==> config.mk <==
export PLATFORM = sky130hd
export DESIGN_NAME = gpio_edge_port
export DESIGN_NICKNAME = d
export VERILOG_FILES = /design/src/rtl/gpio_edge_port.sv
export SDC_FILE = /design/constraint.sdc
export NUM_CORES = 1
export LEC_CHECK = 0
export ABC_CLOCK_PERIOD_IN_PS = 1800
export BUFFER_PORTS_ARGS = -buffer_cell sky130_fd_sc_hd__buf_2
export CORE_UTILIZATION = 49
export CTS_CLUSTER_DIAMETER = 50
export DETAILED_ROUTE_END_ITERATION = 8
export PLACE_DENSITY = 0.84
export SKIP_CTS_REPAIR_TIMING = 1
export SLEW_MARGIN = 30
export SYNTH_ARGS = -nofsm -noshare
export SYNTH_HDL_FRONTEND = slang
export SYNTH_SLANG_ARGS = --single-unit
==> constraint.sdc <==
create_clock -name clk -period 1.8 [get_ports clk]
set_input_delay 0.27 -clock clk [delete_from_list [all_inputs] [get_ports clk]]
set_output_delay 0.27 -clock clk [all_outputs]
set_load 0.02 [all_outputs]
==> src/rtl/gpio_edge_port.sv <==
module gpio_edge_port #(
  parameter int AW = 5,
  parameter int DW = 8
) (
  input  logic          clk,
  input  logic          rst_n,
  input  logic          bus_sel,
  input  logic          bus_wr,
  input  logic [AW-1:0] bus_addr,
  input  logic [DW-1:0] bus_wdata,
  output logic [DW-1:0] bus_rdata,
  input  logic [DW-1:0] pa_in,
  input  logic [DW-1:0] pb_in,
  output logic [DW-1:0] pa_out,
  output logic [DW-1:0] pa_oe,
  output logic [DW-1:0] pb_out,
  output logic [DW-1:0] pb_oe,
  input  logic          timer_flag,
  input  logic          timer_irq_en,
  output logic          irq
);

  localparam int WATCH = DW - 1;
  localparam int EFLAG = DW - 2;

  logic [DW-1:0] pa_eff, pb_eff, flag_word;
  logic [2:0]    off;
  logic          wr_go, rd_go, cfg_wr, flag_rd;
  logic          edge_en, edge_rise, edge_flag;
  logic          prev7, primed, hit;

  assign off     = bus_addr[2:0];
  assign wr_go   = bus_sel & bus_wr;
  assign rd_go   = bus_sel & ~bus_wr;
  assign cfg_wr  = wr_go & off[2] & ~bus_addr[4];
  assign flag_rd = rd_go & off[2] & off[0];

  assign pa_eff = (pa_in & ~pa_oe) | (pa_out & pa_oe);
  assign pb_eff = (pb_in & ~pb_oe) | (pb_out & pb_oe);

  always_comb begin
    flag_word        = '0;
    flag_word[WATCH] = timer_flag;
    flag_word[EFLAG] = edge_flag;
  end

  always_ff @(posedge clk or negedge rst_n) begin
    if (!rst_n) begin
      pa_out <= '0;
      pa_oe  <= '0;
      pb_out <= '0;
      pb_oe  <= '0;
    end else if (wr_go) begin
      case (off)
        3'd0: pa_out <= bus_wdata;
        3'd1: pa_oe  <= bus_wdata;
        3'd2: pb_out <= bus_wdata;
        3'd3: pb_oe  <= bus_wdata;
        default: ;
      endcase
    end
  end

  always_comb begin
    case (off)
      3'd0:       bus_rdata = pa_eff;
      3'd1:       bus_rdata = pa_oe;
      3'd2:       bus_rdata = pb_eff;
      3'd3:       bus_rdata = pb_oe;
      3'd5, 3'd7: bus_rdata = flag_word;
      default:    bus_rdata = '1;
    endcase
  end

  always_ff @(posedge clk or negedge rst_n) begin
    if (!rst_n) begin
      edge_en   <= 1'b0;
      edge_rise <= 1'b0;
    end else if (cfg_wr) begin
      edge_en   <= bus_addr[1];
      edge_rise <= bus_addr[0];
    end
  end

  assign hit = primed & (edge_rise ? (pa_eff[WATCH] & ~prev7)
                                   : (~pa_eff[WATCH] & prev7));

  always_ff @(posedge clk or negedge rst_n) begin
    if (!rst_n) begin
      prev7     <= 1'b0;
      primed    <= 1'b0;
      edge_flag <= 1'b0;
    end else begin
      prev7  <= pa_eff[WATCH];
      primed <= 1'b1;
      if (hit)          edge_flag <= 1'b1;
      else if (flag_rd) edge_flag <= 1'b0;
    end
  end

  assign irq = (timer_flag & timer_irq_en) | (edge_flag & edge_en);


  a_r2_dir_load: assert property (@(posedge clk) disable iff (!rst_n)
    (bus_sel && bus_wr && bus_addr[2:0] == 3'd1) |=> pa_oe == $past(bus_wdata));


  a_r5_timer_write_ignored: assert property (@(posedge clk) disable iff (!rst_n)
    (bus_sel && bus_wr && bus_addr[4]) |=> ($stable(edge_en) && $stable(edge_rise)));


  a_r6_hit_sets_flag: assert property (@(posedge clk) disable iff (!rst_n)
    hit |=> edge_flag);


  a_r6_no_spurious_set: assert property (@(posedge clk) disable iff (!rst_n)
    (!edge_flag && !hit) |=> !edge_flag);


  a_r7_read_clears: assert property (@(posedge clk) disable iff (!rst_n)
    (flag_rd && !hit) |=> !edge_flag);


  a_r8_edge_drives_irq: assert property (@(posedge clk) disable iff (!rst_n)
    (edge_flag && edge_en) |-> irq);

endmodule

## After elaboration in Yosys (flattened, before gate mapping)

Index checks and enable logic that the tools add are counted.
Widths: inputs -> output; s select.

- Mux-type cells: 4
- Bitwise gates (word level): 24
- Reduce and logical (&&, ||, !) cells: 7
- Eq/ne operators: 5

Operator list:

| operator | number |
|---|---|
| $pmux 8 s5 | 1 |
| $and 8x8->8 | 4 |
| $not 8->8 | 2 |
| $or 8x8->8 | 2 |
| $and 1x1->1 | 11 |
| $reduce_and 2->1 | 4 |
| $eq 3x2->1 const B | 2 |
| $eq 3x3->1 const B | 2 |
| $not 1->1 | 4 |
| $eq 3x1->1 const B | 1 |
| $logic_not 3->1 | 1 |
| $mux 1 | 3 |
| $reduce_bool 2->1 | 1 |
| $reduce_or 2->1 | 1 |
| $or 1x1->1 | 1 |

- Bits of input ports: 35
- Output and inout bits: 41
- Flip-flop bits (word level): 37
- Logic and storage cells: 49

## Depth between registers and ports, before layout

- Depth after elaboration: 8
- Mapped depth: 6
- Mapped depth without buffers: 3

## Worst setup path before layout

OpenSTA, ideal clock, no wires.

- Path type: reg2out
- Start point: reg pa_oe[7]
- End point: out bus_rdata[7]
- Arrival: 1.304 ns
- Data required time: 1.530 ns
- Cell stages (with the launch flop): 4
- Buffers on the path: 0
- Setup slack: 0.226 ns
- Cells stage by stage: dfrtp_1 or3b_1 a211oi_1 a311o_1

- Longest elaborated chain between the ends: 4
- Elaborated cells between the ends (all ways): 5
- Those cells by class: 1 x mux; 4 x bitwise

Ends and longest elaborated chain:

| element | line | RTL |
|---|---|---|
| start, declared | 15 | `output logic [DW-1:0] pa_oe,` |
| start signal, assigned | 56 | `3'd1: pa_oe <= bus_wdata;` |
| $not 8->8 | 38 | `assign pa_eff = (pa_in & ~pa_oe) \| (pa_out & pa_oe);` |
| $and 8x8->8 | 38 |  |
| $or 8x8->8 | 38 |  |
| $pmux 8 s5 * | 65 | `case (off)` |
| end, declared | 11 | `output logic [DW-1:0] bus_rdata,` |

Mark *: on every way between the ends. The rest lies on a longest branch, timed or not.

## Worst setup path in the final report

Ends and elaborated chain as after synthesis.

==> key figures <==
Worst setup path
  • CP Capture Type: primary output
  • Setup crit start kind: register
  • Worst-path maximum fanout: 5
  • Worst-case reg-to-reg path depth: 4
  • Critical Path Start: pa_oe[7]
  • Arrival time worst endpoint: 1.57 ns
  • Worst EP required: approximately 1.5 ns
  • Crit Path Class: register to primary output
  • Worst R2R Setup Slack: between 0.5 and 0.6 ns
  • Worst r2r src: pa_oe[7]
  • Crit Reg-Reg Endpoint: edge_flag

Synthesis
  • Primary FF master, synth: dfrtp_1
  • Synth cell types: 37
  • Cells after synthesis: 170
  • Sequential share of the synthesized area: 0.460
  • Syn Area/Cell: 11.8 um2
  • Cell Area, Synth: 0.00201 mm2
  • Seq cells post-synth: 37
  • Post-synth EDFFs: 0
  • FFs w/ async S/R, synth: 1.00
  • Mapped Nets: 205
  • Yosys Warn Count: 0

STA
  • Fin worst setup slack: -0.0375 ns
  • Final Hold Vio Count: 0
  • Final Max Slew Viols: 0
  • Final count of negative-setup-slack endpoints: 1
  • RSZ-0062 raised after global routing: true
  • Period Utilization, post-route: 1.02
  • Fmax: about 540 MHz
  • Clock Skew: 0.000613 ns
  • Final min period: 1.84 ns
  • WHS: 0.0146 ns

Outcome
  • Failing checks: setup timing
  • Outcome: complete, but fails checks

Drt
  • DRT iter0 DRCs: 71
  • Vias per cell: approximately 5.5
  • DRT Wirelength: approximately 4700 um
  • Antenna Nets Post-Route: 0
  • Routed length per placed instance: 15.0 um
  • Drc violations: 0
  • DR vias: 1714
  • TritonRoute pass-1 iters: 4

Floorplanning
  • Core region area: 0.00380 mm2
  • DIE AREA: 0.00437 mm2
  • Chip Width: 66.1 um
  • Die height: 66.1 um
  • Row count: 22
  • I/O pin count: 76
  • Starting Density: 0.530

Layout
  • N_diodes: 0
  • Layout fillers: roughly 280
  • Final instance area: 0.00269 mm2
  • Commonest non-fill, non-tap cell in the layout: buf_2
  • Layout area overhead: 33.7%
  • Most frequent cells in the layout: 73 x buf_2, 37 x mux2_2, 37 x dfrtp_1, 19 x buf_4, 9 x inv_1
  • Final core utilization: 0.708
  • Layout Nets: approximately 300
  • Layout cells sized above 1: 0.588
  • Register area: 926 um2
  • Area of the multi-input gates: 0.00104 mm2

CTS
  • Clock buffer depth: 2
  • Clock Sinks: 37
  • Clk root buf: clkbuf_8
  • CTS HTree Levels: 2
  • Inserted Clock Buffers: 5
  • CTS tree: yes
  • Worst-Skew Late Latency: 0.29 ns
  • Clock-pin slew on the worst setup and hold paths: about 0.07 ns

Placement
  • DP Area: between 0.002 and 0.003 mm2
  • Placer congestion estimate: 0.794
  • DPL Wire Length: approximately 3300 um
  • Buffers on Ports: 74
  • Pre-CTS setup slack: -0.0109 ns

Global route
  • Total GRT Usage: 0.228
  • GR Overflow Total: 0
  • Number of global-route vias before repair: 1559
  • Initial antenna violation count: 0
  • Most used routing layer in global routing: met2
  • First-pass GRT wire length: 7360 um
  • Pin count of the biggest net entering global routing: 38
  • Met2 usage: 0.371
  • GR Util met3: 0.0552
  • Met1 usage: 0.294

Power and ir drop
  • PD cells: 1060 mW/mm2
  • P_leak: 1.28 nW
  • Peak supply drop: 0.603 mV

Run
  • MaxCap Viol Count: 0

Worst hold path
  • Worst min-delay path category: input pin to asynchronous set/reset pin
[report_power, final]
part | total, W | internal [W] | switching, W
clock network | 0.000628 | 0.000346 | 0.000282
registers | 0.00121 | 0.00102 | 0.000189
logic | 0.00101 | 0.000468 | 0.000539
total | 0.00285 | 0.00184 | 0.00101
[logic make-up after synthesis]
family                 count (synthesis)  synth area share
muxes                                 44             0.242
buffers and inverters                 18            0.0447
DFF                                   37             0.460
and+or+nand+nor                       37             0.134
other                                  1           0.00186
AOI/OAI and AO/OA                     33             0.117
[synth_stat cells (3+ instances only)]
cell type / number / area (um2)
dfrtp_1: 37 / 926
mux2_2: 37 / 417
inv_1: 9 / 33.8
mux2i_1: 7 / 70.1
o21ai_0: 7 / 35.0
buf_2: 6 / 30.0
nor2_1: 6 / 22.5
nor3_1: 6 / 30.0
a31oi_1: 5 / 31.3
nand2b_1: 5 / 31.3
nor3b_1: 4 / 30.0
o21bai_1: 4 / 30.0
a2111oi_0: 3 / 26.3
a21oi_1: 3 / 15.0
a31o_2: 3 / 26.3
nor4b_1: 3 / 26.3
[worst max path at each step]
stage | to | depth (start not counted) | slack (ns)
finish | bus_rdata[7] | 4 | -0.04
floorplan | bus_rdata[7] | 3 | 0.23
detailed placement | bus_rdata[3] | 5 | -0.01
CTS | bus_rdata[7] | 4 | -0.09
global route | bus_rdata[7] | 4 | -0.11
global placement | bus_rdata[3] | 5 | 0.01
[layout make-up]
class,count,area share
tap,48,0.0223
inverter,9,0.0126
sequential,37,0.344
timing repair buffer,93,0.196
clock buffer,7,0.0358
clock inverter,1,0.00186
multi-input combinational,115,0.387
[per-stage QoR]
step	setup TNS, ns	power [W]	std cells
6_report	-0.0375	0.00285	310
5_1_grt	-0.191	0.00301	310
4_1_cts	-0.189	0.00281	306
3_5_place_dp	-0.0169	0.00218	298
3_3_place_gp	0	0.00215	298
2_1_floorplan	0	0.00183	170
[critical path, stage by stage (launching register included)]
cell      delay [ns]
dfrtp_1         0.42
or3b_1          0.38
a211oi_2        0.21
a311o_1         0.14
buf_4           0.14
[layer usage]
layer / wire length [um] / vias to the layer above
met1: 2070 / 819
met3: 316 / 10
met5: 0 / -
met2: 2180 / 69
li1: - / 816
met4: 94 / 0
[state kept, by name, summed over array words and instances (netlist names)]
register and count:
pa_oe 8, pa_out 8, pb_oe 8, pb_out 8
edge_en 1, edge_flag 1, edge_rise 1, prev7 1
primed 1
No activity file was read; power rests on OpenSTA's default activity.
